[src/rtl/eis_pkg.sv]
package eis_pkg;
  localparam int CLASS_W = 3;
  localparam int COST_W  = 3;

  typedef enum logic [CLASS_W-1:0] {
    OP_ALU   = 3'd0,
    OP_SHIFT = 3'd1,
    OP_MUL   = 3'd2,
    OP_DIV   = 3'd3,
    OP_MEM   = 3'd4
  } op_class_e;

  // energy per class; unused codes are charged like ALU work
  function automatic logic [COST_W-1:0] class_cost(input logic [CLASS_W-1:0] c);
    case (c)
      OP_ALU, OP_SHIFT: return COST_W'(1);
      OP_MUL:           return COST_W'(3);
      OP_DIV:           return COST_W'(5);
      OP_MEM:           return COST_W'(2);
      default:          return COST_W'(1);
    endcase
  endfunction
endpackage

[src/rtl/eis_cost_map.sv]
module eis_cost_map
  import eis_pkg::*;
#(
  parameter int WIN_DEPTH = 8
) (
  input  logic [WIN_DEPTH*CLASS_W-1:0] class_i,
  output logic [COST_W-1:0]            cost_o [WIN_DEPTH]
);
  for (genvar e = 0; e < WIN_DEPTH; e++) begin : g_entry
    assign cost_o[e] = class_cost(class_i[e*CLASS_W +: CLASS_W]);
  end
endmodule

[src/rtl/eis_age_order.sv]
module eis_age_order
  import eis_pkg::*;
#(
  parameter int WIN_DEPTH = 8,
  parameter int IDX_W     = 3
) (
  input  logic [WIN_DEPTH-1:0] req_i,
  input  logic [COST_W-1:0]    cost_i    [WIN_DEPTH],
  input  logic [IDX_W-1:0]     oldest_i,
  output logic                 ord_req_o [WIN_DEPTH],
  output logic [COST_W-1:0]    ord_cost_o[WIN_DEPTH],
  output logic [IDX_W-1:0]     ord_idx_o [WIN_DEPTH]
);
  localparam logic [IDX_W:0] WIN_L = (IDX_W+1)'(WIN_DEPTH);

  // position k in age order maps to entry (oldest + k) mod depth
  for (genvar k = 0; k < WIN_DEPTH; k++) begin : g_pos
    logic [IDX_W:0]   raw;
    logic [IDX_W:0]   wrapped;
    logic [IDX_W-1:0] idx;
    assign raw     = {1'b0, oldest_i} + (IDX_W+1)'(k);
    assign wrapped = (raw >= WIN_L) ? (raw - WIN_L) : raw;
    assign idx     = wrapped[IDX_W-1:0];
    assign ord_req_o[k]  = req_i[idx];
    assign ord_cost_o[k] = cost_i[idx];
    assign ord_idx_o[k]  = idx;
  end
endmodule

[src/rtl/eis_greedy_pick.sv]
module eis_greedy_pick
  import eis_pkg::*;
#(
  parameter int WIN_DEPTH = 8,
  parameter int ISSUE_MAX = 4,
  parameter int BUDGET_W  = 8,
  parameter int IDX_W     = 3,
  parameter int CNT_W     = 3
) (
  input  logic                ord_req_i [WIN_DEPTH],
  input  logic [COST_W-1:0]   ord_cost_i[WIN_DEPTH],
  input  logic [IDX_W-1:0]    ord_idx_i [WIN_DEPTH],
  input  logic [CNT_W-1:0]    lim_i,
  input  logic [BUDGET_W-1:0] budget_i,
  output logic                slot_vld_o[ISSUE_MAX],
  output logic [IDX_W-1:0]    slot_idx_o[ISSUE_MAX],
  output logic [CNT_W-1:0]    count_o,
  output logic [BUDGET_W-1:0] spent_o
);
  always_comb begin
    logic [BUDGET_W:0]   trial;
    logic [CNT_W-1:0]    cnt;
    logic [BUDGET_W-1:0] spent;
    cnt   = '0;
    spent = '0;
    trial = '0;
    for (int s = 0; s < ISSUE_MAX; s++) begin
      slot_vld_o[s] = 1'b0;
      slot_idx_o[s] = '0;
    end
    // an entry that does not fit is passed over and the scan goes on
    for (int k = 0; k < WIN_DEPTH; k++) begin
      trial = {1'b0, spent} + (BUDGET_W+1)'(ord_cost_i[k]);
      if (ord_req_i[k] && (cnt < lim_i) && (trial <= {1'b0, budget_i})) begin
        for (int s = 0; s < ISSUE_MAX; s++) begin
          if (CNT_W'(s) == cnt) begin
            slot_vld_o[s] = 1'b1;
            slot_idx_o[s] = ord_idx_i[k];
          end
        end
        cnt   = cnt + CNT_W'(1);
        spent = trial[BUDGET_W-1:0];
      end
    end
    count_o = cnt;
    spent_o = spent;
  end
endmodule

[src/rtl/energy_issue_select.sv]
module energy_issue_select
  import eis_pkg::*;
#(
  parameter  int WIN_DEPTH = 8,
  parameter  int ISSUE_MAX = 4,
  parameter  int BUDGET_W  = 8,
  parameter  int WLIM_W    = 3,
  localparam int IDX_W     = $clog2(WIN_DEPTH),
  localparam int CNT_W     = $clog2(ISSUE_MAX + 1)
) (
  input  logic                           clk,
  input  logic                           rst,
  input  logic [WIN_DEPTH-1:0]           valid_i,
  input  logic [WIN_DEPTH-1:0]           ready_i,
  input  logic [WIN_DEPTH*CLASS_W-1:0]   op_class_i,
  input  logic [IDX_W-1:0]               oldest_i,
  input  logic [WLIM_W-1:0]              width_lim_i,
  input  logic [BUDGET_W-1:0]            budget_i,
  output logic [ISSUE_MAX*WIN_DEPTH-1:0] grant_o,
  output logic [CNT_W-1:0]               count_o,
  output logic [BUDGET_W-1:0]            energy_o
);
  localparam logic [WLIM_W-1:0] CAP_W = WLIM_W'(ISSUE_MAX);

  logic [COST_W-1:0]   cost     [WIN_DEPTH];
  logic                ord_req  [WIN_DEPTH];
  logic [COST_W-1:0]   ord_cost [WIN_DEPTH];
  logic [IDX_W-1:0]    ord_idx  [WIN_DEPTH];
  logic                slot_vld [ISSUE_MAX];
  logic [IDX_W-1:0]    slot_idx [ISSUE_MAX];
  logic [CNT_W-1:0]    pick_cnt;
  logic [BUDGET_W-1:0] pick_spent;
  logic [CNT_W-1:0]    eff_lim;
  logic [WIN_DEPTH-1:0] req;

  assign req = valid_i & ready_i;

  // caps above the hardware width fall back to the hardware width
  assign eff_lim = (width_lim_i > CAP_W) ? CNT_W'(ISSUE_MAX) : CNT_W'(width_lim_i);

  eis_cost_map #(.WIN_DEPTH(WIN_DEPTH)) u_cost (
    .class_i (op_class_i),
    .cost_o  (cost)
  );

  eis_age_order #(.WIN_DEPTH(WIN_DEPTH), .IDX_W(IDX_W)) u_order (
    .req_i      (req),
    .cost_i     (cost),
    .oldest_i   (oldest_i),
    .ord_req_o  (ord_req),
    .ord_cost_o (ord_cost),
    .ord_idx_o  (ord_idx)
  );

  eis_greedy_pick #(
    .WIN_DEPTH(WIN_DEPTH), .ISSUE_MAX(ISSUE_MAX), .BUDGET_W(BUDGET_W),
    .IDX_W(IDX_W), .CNT_W(CNT_W)
  ) u_pick (
    .ord_req_i  (ord_req),
    .ord_cost_i (ord_cost),
    .ord_idx_i  (ord_idx),
    .lim_i      (eff_lim),
    .budget_i   (budget_i),
    .slot_vld_o (slot_vld),
    .slot_idx_o (slot_idx),
    .count_o    (pick_cnt),
    .spent_o    (pick_spent)
  );

  // registered outputs, cleared by synchronous reset
  always_ff @(posedge clk) begin
    if (rst) begin
      grant_o  <= '0;
      count_o  <= '0;
      energy_o <= '0;
    end else begin
      for (int s = 0; s < ISSUE_MAX; s++) begin
        for (int e = 0; e < WIN_DEPTH; e++) begin
          grant_o[s*WIN_DEPTH + e] <= slot_vld[s] && (slot_idx[s] == IDX_W'(e));
        end
      end
      count_o  <= pick_cnt;
      energy_o <= pick_spent;
    end
  end
endmodule

[config.mk]
export PLATFORM = sky130hd
export DESIGN_NAME = energy_issue_select
export DESIGN_NICKNAME = d
export VERILOG_FILES = /design/src/rtl/eis_pkg.sv /design/src/rtl/eis_cost_map.sv /design/src/rtl/eis_age_order.sv /design/src/rtl/eis_greedy_pick.sv /design/src/rtl/energy_issue_select.sv
export SDC_FILE = /design/constraint.sdc
export NUM_CORES = 1
export LEC_CHECK = 0
export BUFFER_PORTS_ARGS = -buffer_cell sky130_fd_sc_hd__buf_4
export CORE_ASPECT_RATIO = 0.5
export CORE_MARGIN = 4
export CORE_UTILIZATION = 45
export DETAILED_ROUTE_END_ITERATION = 6
export SYNTH_ARGS = -nofsm -noshare
export SYNTH_HDL_FRONTEND = slang
export SYNTH_SLANG_ARGS = --single-unit
[constraint.sdc]
create_clock -name clk -period 32.1 [get_ports clk]
set_input_delay 8.025 -clock clk [delete_from_list [all_inputs] [get_ports clk]]
set_output_delay 8.025 -clock clk [all_outputs]
set_load 0.02 [all_outputs]
==> qor.csv <==
stage,metric,value,unit
cts,Max clock buf depth,2,
timing,Slew HR,35.4,%
floorplanning,Die Area,20000,sq um
timing,worst slew pin tran,0.959,ns
worst_setup_path,CP max-delay cell,mux4_2,
synthesis,YS warnings,0,
synthesis,Area contributors post-synth,"ha_1 (18%), dfxtp_1 (11%), nand2_1 (5.8%)",
hold_path,Hold EP,count_o[0],
timing,setup violators final,0,
synthesis,Yosys top cell area share,18.1,%
grt,total gr overflow,0,
floorplanning,Die H,102,um
floorplanning,Initial Utilization,45.9,%
power,power per cell area,63.5,nW/um^2
worst_setup_path,Worst path max stage delay,0.57,ns
synthesis,top_reg_cell synth,dfxtp_1,
detailed_routing,drt drc,0,
power,Flop pwr share,11.1,%
power,Clk network pwr share,10.1,%
synthesis,"Async S/R FF share, synth",0,%
timing,final hold vios,0,
hold_path,HP Class,in2reg,
grt,vias in the first global route,7575,
synthesis,"area leader, netlist",ha_1,
cts,CTS tree,yes,
detailed_routing,detailed-route via count,8172,
synthesis,"EDFF count, synth",0,
worst_setup_path,critical path's most frequent cell,ha_1,
hold_path,Hold Path Stages,2,
synthesis,post-synthesis sequential area ratio,10.8,%
synthesis,Synth Register Bits,43,
cells_and_area,Seq. cell area,861,sq um
grt,GRT Util Overall,27.3,%
detailed_routing,initial drt markers,824,
timing,Tmin final,30.63,ns
power,leak pwr,4.30,nW
synthesis,Post-synth top cells,"nand2_1 (124), ha_1 (115), nor2_1 (101), a21oi_1 (69), inv_1 (61)",
placed_design,Placed Area,8970,sq um
timing,Tcrit/Tclk final,95.4,%
power,sw frac,51.8,%
cells_and_area,"non-filler cells, final",1357,
cts,H-tree depth reported by CTS,2,
cells_and_area,layout cell share with drive strength beyond 1,18.0,%
worst_setup_path,Crit Path Class,in2reg,
placed_design,dpl hpwl,23100,um
worst_setup_path,Worst setup SP type,input pin,
placed_design,Buffers on Ports,98,
cts,Clock transition at path regs,0.07,ns
detailed_routing,Vias/cell,6.02,
placed_design,DP Cell Count,1345,
worst_setup_path,crit path DAT,30.79,ns
timing,fmax,32.6,MHz
worst_setup_path,CP Capture Type,flip-flop,
timing,final hold slack,8.08,ns
floorplanning,core footprint,17400,sq um
power,Switch Pwr,304,uW
timing,final max-slew violation count,0,
cts,CTS Buf Count,5,
synthesis,area of the mapped netlist,7960,sq um
outcome,status,finished clean,
cts,Clock Tree Root,clkbuf_16,
synthesis,syn avg cell area,7.72,sq um
cells_and_area,Post-layout nets,1301,
cells_and_area,Ant. Diodes,0,
cells_and_area,fill count,1682,
cells_and_area,cell area after layout,9230,sq um
grt,initial antenna violation count,0,
grt,first-pass GRT wire length,43100,um
detailed_routing,Post-DRT Antenna Nets,0,
detailed_routing,average routed wire per standard cell,20.4,um
grt,largest net degree at the start of global routing,41,
power,Logic pwr share,78.8,%
worst_setup_path,"Max FO, Critical Path",20,
cts,CTS sink count,43,
detailed_routing,final wirelength,27700,um
detailed_routing,Detailed Routing Iterations Pass 1,7,
worst_setup_path,WP data required,32.26,ns
floorplanning,# rows,34,
floorplanning,num ports,99,
synthesis,library cells used by synthesis,91,
cells_and_area,synth-to-layout area growth,15.9,%
floorplanning,chip width,196,um
hold_path,HP Start,rst,
synthesis,dominant cell by count in the synthesized netlist,nand2_1,
placed_design,RD Place Congestion,0.993,
power,internal power,283,uW
synthesis,Gate Count Post-Synth,1032,
power,VDD IR-drop max,0.0329,mV
flow_run,Max-cap violations,0,
cells_and_area,area of the multi-input gates,6780,sq um
power,Tot Pwr,587,uW
-- worst max-delay path: cells and delay by family --
kind	cells	cell delay [ns]
fa+ha+maj	21	6.08
buf+inv	11	1.28
compound gates	34	7.89
mux	8	3.17
xor+xnor	2	0.27
simple gates	24	4.05
-- per-layer routing --
layer  part of all wire, %  track usage (%)
met1                    47             41.1
met2                    41             41.0
met3                    11             5.27
met4                   1.5             4.61
met5                     0                0
-- kinds of logic after synthesis --
kind of cell | count (synthesis) | share of synthesized area [%]
AND/OR/NAND/NOR | 389 | 23.9
AO/OA/AOI/OAI | 252 | 21.3
adder cells (fa/ha/maj) | 123 | 20.1
buffers and inverters | 102 | 5.03
multiplexers | 74 | 12.2
XOR/XNOR | 48 | 6.66
flip-flops | 43 | 10.8
other | 1 | 0.0471
-- layout by cell type (no fill, tap or decap), types with 19 or more instances in the layout --
cell type / count
a21oi_1: 65
buf_4: 117
dfxtp_1: 43
ha_1: 115
inv_1: 61
mux2_2: 21
mux2i_1: 36
nand2_1: 123
nand3_1: 37
nand4_1: 19
nor2_1: 100
nor3_1: 23
o21ai_0: 40
xnor2_1: 28
-- metrics by stage --
| step | setup TNS [ns] | utilization (%) | setup slack (ns) |
|---|---|---|---|
| final | 0 | 53.2 | 1.47 |
| after global routing | -0.0355 | 53.2 | -0.0110 |
| after CTS | 0 | 52.6 | 0.573 |
| after detailed placement | 0 | 51.7 | 0.318 |
| after global placement | 0 | 51.7 | 0.947 |
| after floorplan | 0 | - | 2.14 |
-- power by group through the flow --
stage                     clock network, mW  logic, mW  registers (mW)
after floorplan                           0      0.308          0.0775
after global placement                    0      0.436          0.0661
after detailed placement                  0      0.443          0.0662
after CTS                            0.0599      0.445          0.0650
after global routing                 0.0620      0.514          0.0656
final                                0.0594      0.462          0.0649
-- area by class of cell --
cell class | instances | area share (%)
Clock buffer | 5 | 1.36
Clock inverter | 3 | 0.474
Inverter | 66 | 2.71
Multi-Input combinational cell | 889 | 73.4
Sequential cell | 43 | 9.33
Tap cell | 234 | 3.17
Timing Repair Buffer | 117 | 9.51
-- registers in the layout (all words and copies together), names as in the netlist --
name / count
grant_o: 32
count_o: 3
energy_o: 8
-- how the worst max path moves through the flow --
stage | cells after the start | start | to | slack, ns
floorplan | 104 | oldest_i[2] | grant_o[30] | 2.14
global placement | 100 | oldest_i[2] | grant_o[26] | 0.95
detailed placement | 103 | oldest_i[2] | grant_o[30] | 0.32
CTS | 103 | oldest_i[2] | grant_o[30] | 0.57
global route | 100 | oldest_i[2] | grant_o[30] | -0.01
finish | 100 | oldest_i[2] | grant_o[25] | 1.47
-- what timing repair did --
action	in CTS	in global routing
hold buffers	0	0
gates resized for setup	0	14
setup endpoints to repair	0	43
setup buffers	0	4
Power figures use the tool's default switching activity.
